==> config.mk <==
export PLATFORM = sky130hd
export DESIGN_NAME = i2c_step_master
export DESIGN_NICKNAME = d
export VERILOG_FILES = /design/src/rtl/i2c_step_pkg.sv /design/src/rtl/i2c_qtick.sv /design/src/rtl/i2c_step_regs.sv /design/src/rtl/i2c_step_engine.sv /design/src/rtl/i2c_step_master.sv
export SDC_FILE = /design/constraint.sdc
export NUM_CORES = 1
export LEC_CHECK = 0
export ABC_CLOCK_PERIOD_IN_PS = 4300
export BUFFER_PORTS_ARGS = -buffer_cell sky130_fd_sc_hd__buf_2
export CAP_MARGIN = 25
export CORE_MARGIN = 5
export CORE_UTILIZATION = 60
export DETAILED_ROUTE_END_ITERATION = 12
export HOLD_SLACK_MARGIN = 0.15
export PLACE_DENSITY_LB_ADDON = 0.12
export RECOVER_POWER = 100
export SYNTH_ARGS = -nofsm -noshare
export SYNTH_HDL_FRONTEND = slang
export SYNTH_SLANG_ARGS = --single-unit
==> constraint.sdc <==
create_clock -name clk -period 4.3 [get_ports clk]
set_input_delay 0.86 -clock clk [delete_from_list [all_inputs] [get_ports clk]]
set_output_delay 0.86 -clock clk [all_outputs]
set_load 0.03 [all_outputs]
==> src/rtl/i2c_step_pkg.sv <==
package i2c_step_pkg;
  typedef enum logic [2:0] {
    ST_IDLE, ST_START, ST_RSTART, ST_BITS, ST_STOP, ST_WAIT
  } step_st_t;

  localparam logic [2:0] RA_CTRL = 3'd0;
  localparam logic [2:0] RA_ADDR = 3'd1;
  localparam logic [2:0] RA_TXD  = 3'd2;
  localparam logic [2:0] RA_STAT = 3'd3;
  localparam logic [2:0] RA_RXD  = 3'd4;
  localparam logic [2:0] RA_CFG  = 3'd5;
  localparam logic [2:0] RA_DIV  = 3'd6;
endpackage

==> src/rtl/i2c_qtick.sv <==
module i2c_qtick #(
  parameter int unsigned DIV_W = 8
) (
  input  logic             clk,
  input  logic             rst_n,
  input  logic             run,
  input  logic [DIV_W-1:0] div,
  output logic             tick
);
  logic [DIV_W-1:0] cnt;

  assign tick = run && (cnt == div);

  always_ff @(posedge clk) begin
    if (!rst_n)            cnt <= '0;
    else if (!run || tick) cnt <= '0;
    else                   cnt <= cnt + 1'b1;
  end
endmodule

==> src/rtl/i2c_step_regs.sv <==
module i2c_step_regs
  import i2c_step_pkg::*;
#(
  parameter int unsigned DIV_W   = 8,
  parameter int unsigned DIV_RST = 3
) (
  input  logic             clk,
  input  logic             rst_n,
  input  logic             reg_wr,
  input  logic [2:0]       reg_addr,
  input  logic [7:0]       reg_wdata,
  output logic [7:0]       reg_rdata,
  input  logic             cmd_ok,
  input  logic             busy,
  input  logic             waiting,
  input  logic             irq,
  input  logic             ackf,
  input  logic [7:0]       rxd,
  output logic             cmd_vld,
  output logic             irq_clr,
  output logic [7:0]       sa,
  output logic [7:0]       td,
  output logic             en,
  output logic             acksel_q,
  output logic [DIV_W-1:0] div
);
  logic       rx_q;
  logic [7:0] div_rb;

  assign cmd_vld = reg_wr && (reg_addr == RA_CTRL);
  assign irq_clr = reg_wr && (reg_addr == RA_STAT) && reg_wdata[0];

  always_ff @(posedge clk) begin
    if (!rst_n) begin
      sa       <= '0;
      td       <= '0;
      en       <= 1'b0;
      div      <= DIV_W'(DIV_RST);
      acksel_q <= 1'b0;
      rx_q     <= 1'b0;
    end else begin
      if (reg_wr) begin
        case (reg_addr)
          RA_ADDR: sa  <= reg_wdata;
          RA_TXD:  td  <= reg_wdata;
          RA_CFG:  en  <= reg_wdata[0];
          RA_DIV:  div <= reg_wdata[DIV_W-1:0];
          default: ;
        endcase
      end
      if (cmd_ok) begin
        acksel_q <= reg_wdata[7];
        rx_q     <= reg_wdata[3];
      end
    end
  end

  always_comb begin
    div_rb = '0;
    div_rb[DIV_W-1:0] = div;
    case (reg_addr)
      RA_CTRL: reg_rdata = {acksel_q, 3'b000, rx_q, 2'b00, busy};
      RA_ADDR: reg_rdata = sa;
      RA_TXD:  reg_rdata = td;
      RA_STAT: reg_rdata = {5'b00000, waiting, ackf, irq};
      RA_RXD:  reg_rdata = rxd;
      RA_CFG:  reg_rdata = {7'b0000000, en};
      RA_DIV:  reg_rdata = div_rb;
      default: reg_rdata = '0;
    endcase
  end
endmodule

==> src/rtl/i2c_step_engine.sv <==
module i2c_step_engine
  import i2c_step_pkg::*;
(
  input  logic       clk,
  input  logic       rst_n,
  input  logic       en,
  input  logic       tick,
  input  logic       cmd_vld,
  input  logic       cmd_go,
  input  logic       cmd_rs,
  input  logic       cmd_stop,
  input  logic       cmd_rx,
  input  logic       acksel,
  input  logic       irq_clr,
  input  logic [7:0] sa,
  input  logic [7:0] td,
  input  logic       sda_s,
  output step_st_t   st,
  output logic       run,
  output logic       cmd_ok,
  output logic       scl_oe,
  output logic       sda_oe,
  output logic [7:0] rxd,
  output logic       ackf,
  output logic       irq
);
  logic [1:0] q;
  logic [3:0] bitn;
  logic [7:0] tx_sh, rx_sh;
  logic       rx_mode;
  logic       scl_rel, sda_rel;
  logic       ack_slot;

  assign ack_slot = (bitn == 4'd8);
  assign run = (st == ST_START) || (st == ST_RSTART) || (st == ST_BITS) || (st == ST_STOP);

  always_comb begin
    cmd_ok = 1'b0;
    if (cmd_vld && en) begin
      if (st == ST_IDLE)      cmd_ok = cmd_go && !cmd_stop;
      else if (st == ST_WAIT) cmd_ok = cmd_go || cmd_stop;
    end
  end

  always_comb begin
    scl_rel = 1'b1;
    sda_rel = 1'b1;
    case (st)
      ST_START:  begin scl_rel = (q != 2'd3); sda_rel = (q == 2'd0); end
      ST_RSTART: begin scl_rel = (q == 2'd1) || (q == 2'd2); sda_rel = (q < 2'd2); end
      ST_BITS: begin
        scl_rel = (q == 2'd1) || (q == 2'd2);
        if (ack_slot) sda_rel = rx_mode ? acksel : 1'b1;
        else          sda_rel = rx_mode ? 1'b1 : tx_sh[7];
      end
      ST_STOP:   begin scl_rel = (q != 2'd0); sda_rel = (q == 2'd3); end
      ST_WAIT:   begin scl_rel = 1'b0; sda_rel = 1'b1; end
      default: ;
    endcase
  end

  assign scl_oe = !scl_rel;
  assign sda_oe = !sda_rel;

  always_ff @(posedge clk) begin
    if (!rst_n) begin
      st      <= ST_IDLE;
      q       <= '0;
      bitn    <= '0;
      tx_sh   <= '0;
      rx_sh   <= '0;
      rx_mode <= 1'b0;
      rxd     <= '0;
      ackf    <= 1'b0;
      irq     <= 1'b0;
    end else if (!en) begin
      st  <= ST_IDLE;
      q   <= '0;
      irq <= 1'b0;
    end else begin
      if (cmd_ok || irq_clr) irq <= 1'b0;
      if (cmd_ok) begin
        q    <= '0;
        bitn <= '0;
        if (st == ST_IDLE) begin
          st <= ST_START; tx_sh <= sa; rx_mode <= 1'b0;
        end else if (cmd_stop) begin
          st <= ST_STOP;
        end else if (cmd_rs) begin
          st <= ST_RSTART; tx_sh <= sa; rx_mode <= 1'b0;
        end else begin
          st <= ST_BITS; tx_sh <= td; rx_mode <= cmd_rx;
        end
      end else if (tick) begin
        q <= q + 2'd1;
        case (st)
          ST_START, ST_RSTART: if (q == 2'd3) st <= ST_BITS;
          ST_STOP:             if (q == 2'd3) st <= ST_IDLE;
          ST_BITS: begin
            if (q == 2'd1) begin
              if (ack_slot) ackf  <= sda_s;
              else          rx_sh <= {rx_sh[6:0], sda_s};
            end
            if (q == 2'd3) begin
              if (ack_slot) begin
                st  <= ST_WAIT;
                rxd <= rx_sh;
                irq <= 1'b1;
              end else begin
                bitn  <= bitn + 4'd1;
                tx_sh <= {tx_sh[6:0], 1'b0};
              end
            end
          end
          default: ;
        endcase
      end
    end
  end
endmodule

==> src/rtl/i2c_step_master.sv <==
module i2c_step_master
  import i2c_step_pkg::*;
#(
  parameter int unsigned DIV_W   = 8,
  parameter int unsigned DIV_RST = 3
) (
  input  logic       clk,
  input  logic       rst_n,
  input  logic       reg_wr,
  input  logic [2:0] reg_addr,
  input  logic [7:0] reg_wdata,
  output logic [7:0] reg_rdata,
  input  logic       sda_in,
  output logic       scl_oe,
  output logic       sda_oe,
  output logic       irq
);
  step_st_t         st;
  logic             run, tick, cmd_ok, cmd_vld, irq_clr, en, acksel_q, ackf, sda_s;
  logic [7:0]       sa, td, rxd;
  logic [DIV_W-1:0] div;
  logic [1:0]       sda_sync;

  always_ff @(posedge clk) begin
    if (!rst_n) sda_sync <= 2'b11;
    else        sda_sync <= {sda_sync[0], sda_in};
  end
  assign sda_s = sda_sync[1];

  i2c_step_regs #(.DIV_W(DIV_W), .DIV_RST(DIV_RST)) u_regs (
    .clk(clk), .rst_n(rst_n), .reg_wr(reg_wr), .reg_addr(reg_addr),
    .reg_wdata(reg_wdata), .reg_rdata(reg_rdata), .cmd_ok(cmd_ok),
    .busy(st != ST_IDLE), .waiting(st == ST_WAIT), .irq(irq), .ackf(ackf),
    .rxd(rxd), .cmd_vld(cmd_vld), .irq_clr(irq_clr), .sa(sa), .td(td),
    .en(en), .acksel_q(acksel_q), .div(div)
  );

  i2c_qtick #(.DIV_W(DIV_W)) u_qtick (
    .clk(clk), .rst_n(rst_n), .run(run), .div(div), .tick(tick)
  );

  i2c_step_engine u_eng (
    .clk(clk), .rst_n(rst_n), .en(en), .tick(tick), .cmd_vld(cmd_vld),
    .cmd_go(reg_wdata[0]), .cmd_rs(reg_wdata[1]), .cmd_stop(reg_wdata[2]),
    .cmd_rx(reg_wdata[3]), .acksel(acksel_q), .irq_clr(irq_clr),
    .sa(sa), .td(td), .sda_s(sda_s), .st(st), .run(run), .cmd_ok(cmd_ok),
    .scl_oe(scl_oe), .sda_oe(sda_oe), .rxd(rxd), .ackf(ackf), .irq(irq)
  );
endmodule

==> results of run 1 <==
-- registers in the layout (all words and copies together) (netlist names), 3 cells and up --
signal and cells:
u_eng.rx_sh 8, u_eng.rxd 8, u_eng.tx_sh 8, u_qtick.cnt 8
u_regs.div 8, u_regs.sa 8, u_regs.td 8, u_eng.bitn 4
u_eng.st 3
-- Yosys cell counts (3+ instances only) --
library cell	count	area [um2]
inv_1	9	33.8
or3_1	5	31.3
clkbuf_1	22	82.6
ha_1	6	75.1
nor3_1	7	35.0
a21boi_0	22	165
o21a_1	3	22.5
a22oi_1	5	37.5
dfxtp_1	73	1460
nor2_1	24	90.1
o21ai_0	29	145
mux2i_1	25	250
nor3b_1	4	30.0
buf_1	5	18.8
xor2_1	7	61.3
buf_2	3	15.0
xnor2_1	10	87.6
nand2b_1	5	31.3
nor2b_1	18	113
nand4_1	12	75.1
o22ai_1	6	37.5
nand3_1	23	115
and3_1	4	25.0
nand2_1	74	278
nand3b_1	5	37.5
a21oi_1	16	80.1
and2_1	5	31.3
mux2_2	11	124
-- report_power, final --
| part | internal (mW) | switching (mW) |
|---|---|---|
| clock network | 0.326 | 0.264 |
| registers | 0.681 | 0.00566 |
| logic | 0.0262 | 0.0499 |
| total | 1.03 | 0.319 |
-- logic make-up (layout without fill, tap and decap cells) --
logic type      count (synthesis)  in the layout  share of synthesized area, %
fa+ha+maj                       6              6                          2.00
buf+inv                        39             51                          3.99
compound gates                 94             94                          15.8
simple gates                  194            194                          25.5
flops                          73             73                          38.8
mux                            36             36                          9.94
xor+xnor                       17             17                          3.96
-- stage by stage --
stage | utilization [%] | worst slack, ps | instances | hold slack [ps] | instance area, um2
global route | 67.6 | 664 | 546 | 433 | 4070
floorplan | - | 1140 | 459 | 386 | 3760
global placement | 64.3 | 1060 | 530 | 390 | 3870
finish | 67.6 | 813 | 546 | 411 | 4070
CTS | 67.9 | 991 | 546 | 416 | 4090
detailed placement | 64.3 | 1020 | 530 | 397 | 3870
-- critical path, cell delays in order --
cell	delay (ps)
buf_2	360
nor2b_1	470
a221o_1	270
nand3_1	90
a21oi_1	150
a21o_1	110
clkbuf_1	310
-- worst paths after layout --
path / start / end / slack, ps / cells after the start
max: reg_addr[1] / reg_rdata[0] / 810 / 7
min reg2reg: sda_sync[0] / sda_sync[1] / 410 / 1
min: sda_sync[0] / sda_sync[1] / 410 / 1
max reg2reg: u_regs.div[6] / u_eng.rxd[1] / 1820 / 5
-- metal layers --
layer / track usage [%] / wire, um / vias to the layer above
met2: 41.3 / 4370 / 106
met3: 4.06 / 452 / 23
met5: 0 / 0 / -
met4: 11.8 / 259 / 0
li1: - / - / 1620
met1: 31.8 / 4160 / 1557
-- area by class of cell --
type	count	area share, %
repair buffers	26	2.80
flip-flops and latches	73	35.9
well taps	75	2.30
clock buffers	9	3.04
inverters	9	0.829
multi-input cells	347	52.8
clock inverters	7	2.33
==> impl_metrics.sql, run 1 <==
INSERT INTO impl_metrics (metric_group, metric, value, unit) VALUES
('status', 'status', 'complete, but fails checks', ''),
('status', 'failing_checks', 'max-capacitance violations, max-slew violations', ''),
('timing', 'tightestPinTransition', '2120', 'ps'),
('cts', 'clk_latency', '350', 'ps'),
('die', 'rows', '28', ''),
('route', 'firstDrtPassIters', '5', ''),
('hold_path', 'hold_path_class', 'reg -> reg', ''),
('placement', 'routability_congestion_estimate_from_global_placement', '0.853', ''),
('cts', 'clock_path_buffers', '2', ''),
('timing', 'fmax', '0.287', 'GHz'),
('route', 'num_vias', '3306', ''),
('placement', 'detailedPlacementHpwl', '6440', 'um'),
('pwr', 'worst_ir_drop_vdd', '286', 'uV'),
('synth', 'synth.ff_latch_count', '73', ''),
('die', 'design.die.area', '7950', 'um2'),
('grt', 'grt_max_degree', '60', ''),
('timing', 'finalClockSkew', '5.82', 'ps'),
('job', 'cap_violations', '1', ''),
('route', 'postRouteAntennaNets', '0', ''),
('cts', 'cts_tree', 'yes', ''),
('die', 'die_x', '89.2', 'um'),
('setup_path', 'critical_path_fanout_max', '21', ''),
('timing', 'unrepaired_setup_endpoints_after_global_routing', 'no', ''),
('setup_path', 'required', '3440', 'ps'),
('cts', 'postCtsSetupBuffers', '0', ''),
('timing', 'setup_violations', '0', ''),
('grt', 'overflow_left_after_global_routing', '0', ''),
('timing', 'finalHoldViolations', '0', ''),
('synth', 'unique_masters_post_synth', '44', ''),
('synth', 'syn_area_per_cell', '8.20', 'um2'),
('cts', 'clk_transition_reported_paths', '80', 'ps'),
('layout', 'layout-drive-gt1-share', '8.70', '%'),
('grt', 'vias_in_the_first_global_route', '3204', ''),
('die', 'chipHeight', '89.2', 'um'),
('placement', 'numPortBuffers', '25', ''),
('setup_path', 'cp-end-kind', 'output port', ''),
('setup_path', 'criticalPathCategory', 'in -> out', ''),
('layout', 'storage_element_area', '1460', 'um2'),
('synth', 'synth-warning-count', '0', ''),
('layout', 'most-common-layout-cells', 'nand2_1 (74), dfxtp_1 (73), o21ai_0 (29), mux2i_1 (25), nor2_1 (24)', ''),
('route', 'drt-initial-drc-count', '196', ''),
('synth', 'netlist_area', '3760', 'um2'),
('cts', 'tritoncts_num_sinks', '73', ''),
('grt', 'initial_antenna_violation_count', '0', ''),
('die', 'core_area', '6030', 'um2'),
('route', 'routed_wire_length_per_instance', '16.9', 'um'),
('pwr', 'pwr_total', '1.35', 'mW'),
('synth', 'most_used_dff_post_synth', 'dfxtp_1', ''),
('synth', 'count_of_flip_flops_with_a_built_in_enable_after_synthesis', '0', ''),
('cts', 'hold_buffers', '0', ''),
('synth', 'fraction_of_registers_with_async_set_reset', '0', '%'),
('timing', 'setup_tns', '0', 'ps'),
('setup_path', 'worst_setup_path_start_kind', 'input port', ''),
('synth', 'post_synth_inst_count', '459', ''),
('layout', 'fillerInstances', '529', ''),
('timing', 'maxSlewHeadroom', '-41.5', '%'),
('layout', 'antenna_cells', '0', ''),
('die', 'floorplan.io_pins', '26', ''),
('synth', 'yosysSeqAreaShare', '38.8', '%'),
('layout', 'nets', '487', ''),
('timing', 'finalMaxSlewViolations', '60', ''),
('route', 'route.detailed.vias_per_inst', '6.05', ''),
('synth', 'synth_fp_nets', '480', ''),
('grt', 'grt_usage', '25.0', '%'),
('route', 'drt-total-wl', '9240', 'um'),
('timing', 'minimum_period_implied_by_the_final_worst_setup_slack', '3490', 'ps'),
('layout', 'multiInputGateArea', '2150', 'um2'),
('setup_path', 'cp_arrival', '2630', 'ps'),
('pwr', 'areal_power_density_over_the_cells', '332', 'nW/um2'),
('cts', 'cts_buffers', '9', ''),
('die', 'effective_utilization_at_floorplan', '62.4', '%'),
('cts', 'ctsResizeCount', '0', ''),
('timing', 'final_cycle_utilization_of_the_critical_path', '81.1', '%'),
('cts', 'clockRootBuffer', 'clkbuf_8', ''),
('cts', 'ctsHtreeMaxLevel', '3', ''),
('grt', 'wire_length_of_the_first_global_routing_pass', '15400', 'um'),
('layout', 'commonest_non_fill_non_tap_cell_in_the_layout', 'nand2_1', ''),
('layout', 'syn_to_final_growth', '8.25', '%'),
('route', 'detail_route.drc_violations', '0', ''),
('pwr', 'cellLeakagePower', '1.53', 'nW');
(Power assumes the default switching activity.)
==> inputs of run 2 (changes only) <==
ABC_CLOCK_PERIOD_IN_PS = 2900   (was 4300)
CORE_UTILIZATION = 54   (was 60)
clock period = 2.9 ns   (was 4.3 ns; I/O delays follow)
==> impl_metrics.sql, run 2 (synthesis results as in run 1) <==
INSERT INTO impl_metrics (metric_group, metric, value, unit) VALUES
('die', 'die_x', '93.5', 'um'),
('hold_path', 'hold_path_class', 'in -> reg', ''),
('layout', 'syn_to_final_growth', '9.34', '%'),
('pwr', 'power.share.combinational', '6.1', '%'),
('timing', 'fin_ws', '156', 'ps'),
('placement', 'detailedPlace.worstSlack', '296', 'ps'),
('die', 'design.die.area', '8740', 'um2'),
('pwr', 'cellLeakagePower', '1.55', 'nW'),
('route', 'postRouteAntennaNets', '0', ''),
('timing', 'setup_tns', '0', 'ps'),
('cts', 'clockRootBuffer', 'clkbuf_8', ''),
('layout', 'fin_area', '4110', 'um2'),
('timing', 'finalClockSkew', '10.2', 'ps'),
('layout', 'commonest_non_fill_non_tap_cell_in_the_layout', 'nand2_1', ''),
('placement', 'routability_congestion_estimate_from_global_placement', '0.881', ''),
('placement', 'post_dp_cell_area', '3950', 'um2'),
('grt', 'initial_antenna_violation_count', '0', ''),
('setup_path', 'cp_arrival', '2160', 'ps'),
('pwr', 'switching_share', '28.0', '%'),
('pwr', 'pwr_total', '1.91', 'mW'),
('grt', 'grt_usage', '22.5', '%'),
('route', 'dr_wl_met2', '4350', 'um'),
('setup_path', 'critical_path_fanout_max', '11', ''),
('timing', 'maxSlewHeadroom', '25.5', '%'),
('placement', 'numPortBuffers', '25', ''),
('layout', 'antenna_cells', '0', ''),
('cts', 'cts_tree', 'yes', ''),
('die', 'floorplan.io_pins', '26', ''),
('route', 'firstDrtPassIters', '4', ''),
('setup_path', 'criticalPathCategory', 'in -> out', ''),
('cts', 'clock_path_buffers', '2', ''),
('timing', 'unrepaired_setup_endpoints_after_global_routing', 'no', ''),
('die', 'effective_utilization_at_floorplan', '55.4', '%'),
('cts', 'ctsResizeCount', '0', ''),
('pwr', 'cellInternalPower', '1.38', 'mW'),
('grt', 'overflow_left_after_global_routing', '0', ''),
('timing', 'tightestPinTransition', '1120', 'ps'),
('route', 'drt-initial-drc-count', '183', ''),
('setup_path', 'required', '2320', 'ps'),
('pwr', 'areal_power_density_over_the_cells', '465', 'nW/um2'),
('cts', 'ctsHtreeMaxLevel', '3', ''),
('cts', 'cts_buffers', '9', ''),
('route', 'wl_met3', '404', 'um'),
('route', 'wirelength_met1', '4410', 'um'),
('layout', 'fillerInstances', '651', ''),
('grt', 'wire_length_of_the_first_global_routing_pass', '15300', 'um'),
('timing', 'finalHoldViolations', '0', ''),
('grt', 'vias_in_the_first_global_route', '3096', ''),
('route', 'detail_route.drc_violations', '0', ''),
('layout', 'finish.cell_count_without_fillers', '574', ''),
('layout', 'most-common-layout-cells', 'nand2_1 (74), dfxtp_1 (73), o21ai_0 (29), mux2i_1 (25), nor2_1 (24)', ''),
('status', 'status', 'complete, no violations', ''),
('route', 'top_signal_layer_used', 'met4', ''),
('timing', 'setup_violations', '0', ''),
('setup_path', 'cp-end-kind', 'output port', ''),
('grt', 'grt_max_degree', '30', ''),
('cts', 'postCtsSetupBuffers', '0', ''),
('route', 'route.detailed.vias_per_inst', '5.78', ''),
('pwr', 'worst_ir_drop_vdd', '348', 'uV'),
('layout', 'nets', '494', ''),
('timing', 'final_cycle_utilization_of_the_critical_path', '94.6', '%'),
('route', 'drt-total-wl', '9370', 'um'),
('layout', 'layout-drive-gt1-share', '10.7', '%'),
('die', 'rows', '30', ''),
('pwr', 'clkPwrFrac', '40.6', '%'),
('die', 'chipHeight', '93.5', 'um'),
('pwr', 'power.switching', '0.535', 'mW'),
('route', 'routed_wire_length_per_instance', '16.3', 'um'),
('pwr', 'p_seq_share', '53.2', '%'),
('job', 'cap_violations', '0', ''),
('cts', 'hold_buffers', '0', ''),
('cts', 'clk_transition_reported_paths', '90', 'ps'),
('route', 'num_vias', '3320', ''),
('timing', 'finalMaxSlewViolations', '0', ''),
('cts', 'clk_latency', '370', 'ps'),
('placement', 'detailedPlacementHpwl', '6570', 'um'),
('die', 'core_area', '6790', 'um2'),
('timing', 'minimum_period_implied_by_the_final_worst_setup_slack', '2740', 'ps'),
('timing', 'fmax', '0.364', 'GHz'),
('setup_path', 'worst_setup_path_start_kind', 'input port', ''),
('placement', 'place.detailed.instances', '558', ''),
('cts', 'tritoncts_num_sinks', '73', '');
[run 2: cell count changes in the layout (fill, tap and decap cells not counted), sizes merged]
cell      change
buf           +6
bufinv        -2
clkbuf        +1
clkinv        -3
clkinvlp      +1
inv           +4
[run 2: area by class of cell]
class                      instances  area, um2  area share, %
multi-input combinational        347       2150           52.2
clock inverter                     7       61.3           1.49
sequential                        73       1460           35.5
timing repair buffer              33        166           4.05
tap                               96        120           2.92
inverter                           9       33.8          0.821
clock buffer                       9        124           3.01
[run 2: critical path, cell delays in order]
cell,delay (ps)
buf_2,280
clkbuf_1,480
nand2_1,120
nor2_1,100
a21oi_1,70
o22ai_1,180
clkbuf_1,340
[run 2: stage by stage]
step	utilization, %	hold WS [ps]
floorplan	-	386
global placement	58.2	391
detailed placement	58.2	396
CTS	60.9	389
global route	60.6	404
finish	60.6	397
[run 2: final timing paths]
kind                 start             to  slack, ps  cells past startpoint
min reg2reg    sda_sync[0]    sda_sync[1]        420                      1
max reg2reg  u_regs.div[7]  u_eng.bitn[3]        300                      5
min                 sda_in    sda_sync[0]        400                      2
max            reg_addr[1]   reg_rdata[1]        160                      7
[run 2: per-layer routing]
| metal | vias to the layer above | global-route usage [%] |
|---|---|---|
| met1 | 1572 | 29.9 |
| met4 | 0 | 10.5 |
| met5 | - | 0 |
| li1 | 1641 | - |
| met2 | 90 | 35.4 |
| met3 | 17 | 3.94 |
[run 2: power groups by stage]
stage	clock [mW]	combinational (mW)	sequential (mW)
6_report	0.777	0.117	1.02
5_1_grt	0.828	0.127	1.02
3_3_place_gp	0	0.116	1.04
4_1_cts	0.781	0.118	1.02
3_5_place_dp	0	0.117	1.04
2_1_floorplan	0	0.0774	1.04
==> inputs of run 3 (changes only) <==
==> constraint.sdc (replaced) <==
create_clock -name clk -period 2.9 [get_ports clk]
set_input_delay 0.29 -clock clk [delete_from_list [all_inputs] [get_ports clk]]
set_output_delay 0.29 -clock clk [all_outputs]
set_load 0.03 [all_outputs]
==> impl_metrics.sql, run 3 (synthesis results as in run 1) <==
INSERT INTO impl_metrics (metric_group, metric, value, unit) VALUES
('cts', 'cts_buffers', '9', ''),
('grt', 'grtUsageMet3', '3.62', '%'),
('die', 'effective_utilization_at_floorplan', '55.4', '%'),
('timing', 'fmax', '0.388', 'GHz'),
('setup_path', 'critical-path-slowest-cell', 'or4_1', ''),
('grt', 'vias_in_the_first_global_route', '3090', ''),
('hold_path', 'hold_path_class', 'in -> reg', ''),
('cts', 'clk_transition_reported_paths', '90', 'ps'),
('cts', 'ctsResizeCount', '0', ''),
('pwr', 'worst_ir_drop_vdd', '398', 'uV'),
('setup_path', 'timing.critical_path.slowest_cell_delay', '800', 'ps'),
('placement', 'detailedPlace.worstSlack', '513', 'ps'),
('route', 'drt-total-wl', '9330', 'um'),
('timing', 'fin_ws', '321', 'ps'),
('setup_path', 'cell_family_with_most_cp_delay', 'simple AND/OR/NAND/NOR gates', ''),
('grt', 'global_routing_met2_resource_utilization', '36.7', '%'),
('die', 'chipHeight', '93.5', 'um'),
('route', 'route.detailed.vias_per_inst', '5.69', ''),
('timing', 'setup_violations', '0', ''),
('grt', 'initial_antenna_violation_count', '0', ''),
('layout', 'antenna_cells', '0', ''),
('timing', 'finalHoldViolations', '0', ''),
('layout', 'nets', '494', ''),
('die', 'core_area', '6790', 'um2'),
('setup_path', 'worst_setup_path_start_kind', 'flop', ''),
('layout', 'utilization', '60.7', '%'),
('cts', 'clock_path_buffers', '2', ''),
('pwr', 'cellLeakagePower', '1.54', 'nW'),
('route', 'detail_route.drc_violations', '0', ''),
('route', 'routed_wire_length_per_instance', '16.3', 'um'),
('grt', 'globalRouteMet1Util', '31.1', '%'),
('layout', 'multiInputGateArea', '2150', 'um2'),
('timing', 'final_cycle_utilization_of_the_critical_path', '88.9', '%'),
('timing', 'minimum_period_implied_by_the_final_worst_setup_slack', '2580', 'ps'),
('layout', 'storage_element_area', '1460', 'um2'),
('placement', 'routability_congestion_estimate_from_global_placement', '0.860', ''),
('die', 'design.die.area', '8740', 'um2'),
('grt', 'grt_usage', '23.0', '%'),
('timing', 'tightestPinTransition', '1090', 'ps'),
('pwr', 'pwr_total', '1.97', 'mW'),
('setup_path', 'critical_path.n_buffers_inverters', '0', ''),
('timing', 'finalClockSkew', '9.36', 'ps'),
('cts', 'clk_latency', '360', 'ps'),
('timing', 'unrepaired_setup_endpoints_after_global_routing', 'no', ''),
('grt', 'overflow_left_after_global_routing', '0', ''),
('timing', 'maxSlewHeadroom', '27.4', '%'),
('layout', 'fillerInstances', '651', ''),
('setup_path', 'cp-end-kind', 'flop', ''),
('placement', 'detailedPlacementHpwl', '6620', 'um'),
('route', 'firstDrtPassIters', '4', ''),
('timing', 'finalMaxSlewViolations', '0', ''),
('setup_path', 'cp_arrival', '2870', 'ps'),
('setup_path', 'required', '3190', 'ps'),
('cts', 'tritoncts_num_sinks', '73', ''),
('setup_path', 'crit_chain', 'xor2_1 > or4_1 > or4_1 > or3_1 > a21oi_1', ''),
('layout', 'layout-drive-gt1-share', '9.21', '%'),
('die', 'die_x', '93.5', 'um'),
('setup_path', 'worst_path_most_repeated_cell', 'or4_1', ''),
('placement', 'numPortBuffers', '25', ''),
('route', 'num_vias', '3264', ''),
('layout', 'most-common-layout-cells', 'nand2_1 (74), dfxtp_1 (73), o21ai_0 (29), mux2i_1 (25), nor2_1 (24)', ''),
('status', 'status', 'complete, no violations', ''),
('cts', 'clockRootBuffer', 'clkbuf_8', ''),
('pwr', 'areal_power_density_over_the_cells', '477', 'nW/um2'),
('route', 'postRouteAntennaNets', '0', ''),
('timing', 'setup_tns', '0', 'ps'),
('grt', 'grt_max_degree', '30', ''),
('cts', 'cts_tree', 'yes', ''),
('die', 'rows', '30', ''),
('cts', 'postCtsSetupBuffers', '0', ''),
('route', 'drt-initial-drc-count', '201', ''),
('layout', 'commonest_non_fill_non_tap_cell_in_the_layout', 'nand2_1', ''),
('layout', 'finish.cell_count_without_fillers', '574', ''),
('job', 'cap_violations', '0', ''),
('setup_path', 'criticalPathCategory', 'reg -> reg', ''),
('setup_path', 'critical_path_fanout_max', '14', ''),
('cts', 'ctsHtreeMaxLevel', '3', ''),
('layout', 'syn_to_final_growth', '9.68', '%'),
('placement', 'place.detailed.instances', '557', ''),
('grt', 'wire_length_of_the_first_global_routing_pass', '15500', 'um'),
('grt', 'gr-max-usage-layer', 'met2', ''),
('die', 'floorplan.io_pins', '26', '');
-- run 3: metal layers --
| metal | wire length [um] | part of all wire (%) |
|---|---|---|
| met5 | 0 | 0 |
| met4 | 142 | 1.5 |
| met3 | 500 | 5.4 |
| met2 | 4340 | 46 |
| met1 | 4360 | 47 |
-- run 3: per-stage QoR --
| stage | hold WS [ps] | instance area (um2) |
|---|---|---|
| floorplan | 386 | 3760 |
| global placement | 394 | 3940 |
| detailed placement | 391 | 3940 |
| CTS | 197 | 4160 |
| global route | 217 | 4130 |
| finish | 213 | 4130 |
-- run 3: worst reg2reg max path, delay by kind of cell, from the launching register on --
kind / cells / cell delay, ps
xor+xnor: 1 / 190
simple gates: 3 / 1850
compound gates: 1 / 130
flops: 1 / 340
-- run 3: final timing paths --
| check | startpoint | to | slack (ps) | depth (start not counted) |
|---|---|---|---|---|
| max | u_regs.div[6] | u_eng.bitn[3] | 320 | 5 |
| min | reg_wdata[6] | u_regs.div[6] | 210 | 3 |
| max reg2reg | u_regs.div[6] | u_eng.bitn[3] | 320 | 5 |
| min reg2reg | sda_sync[0] | sda_sync[1] | 410 | 1 |
-- run 3: area by class of cell --
type	instances	area share (%)
flip-flops and latches	73	35.4
clock buffers	9	3.00
multi-input cells	347	52.0
clock inverters	7	1.91
inverters	9	0.819
well taps	96	2.91
repair buffers	33	3.91
-- run 3: repair_timing --
action	CTS	global route
hold buffers	1	0
endpoints found under the hold margin	1	0
setup endpoints to repair	0	0
-- run 3: power breakdown --
group	internal [mW]	switching, mW
logic	0.0409	0.0767
clock network	0.404	0.428
registers	1.01	0.00702
total	1.46	0.511
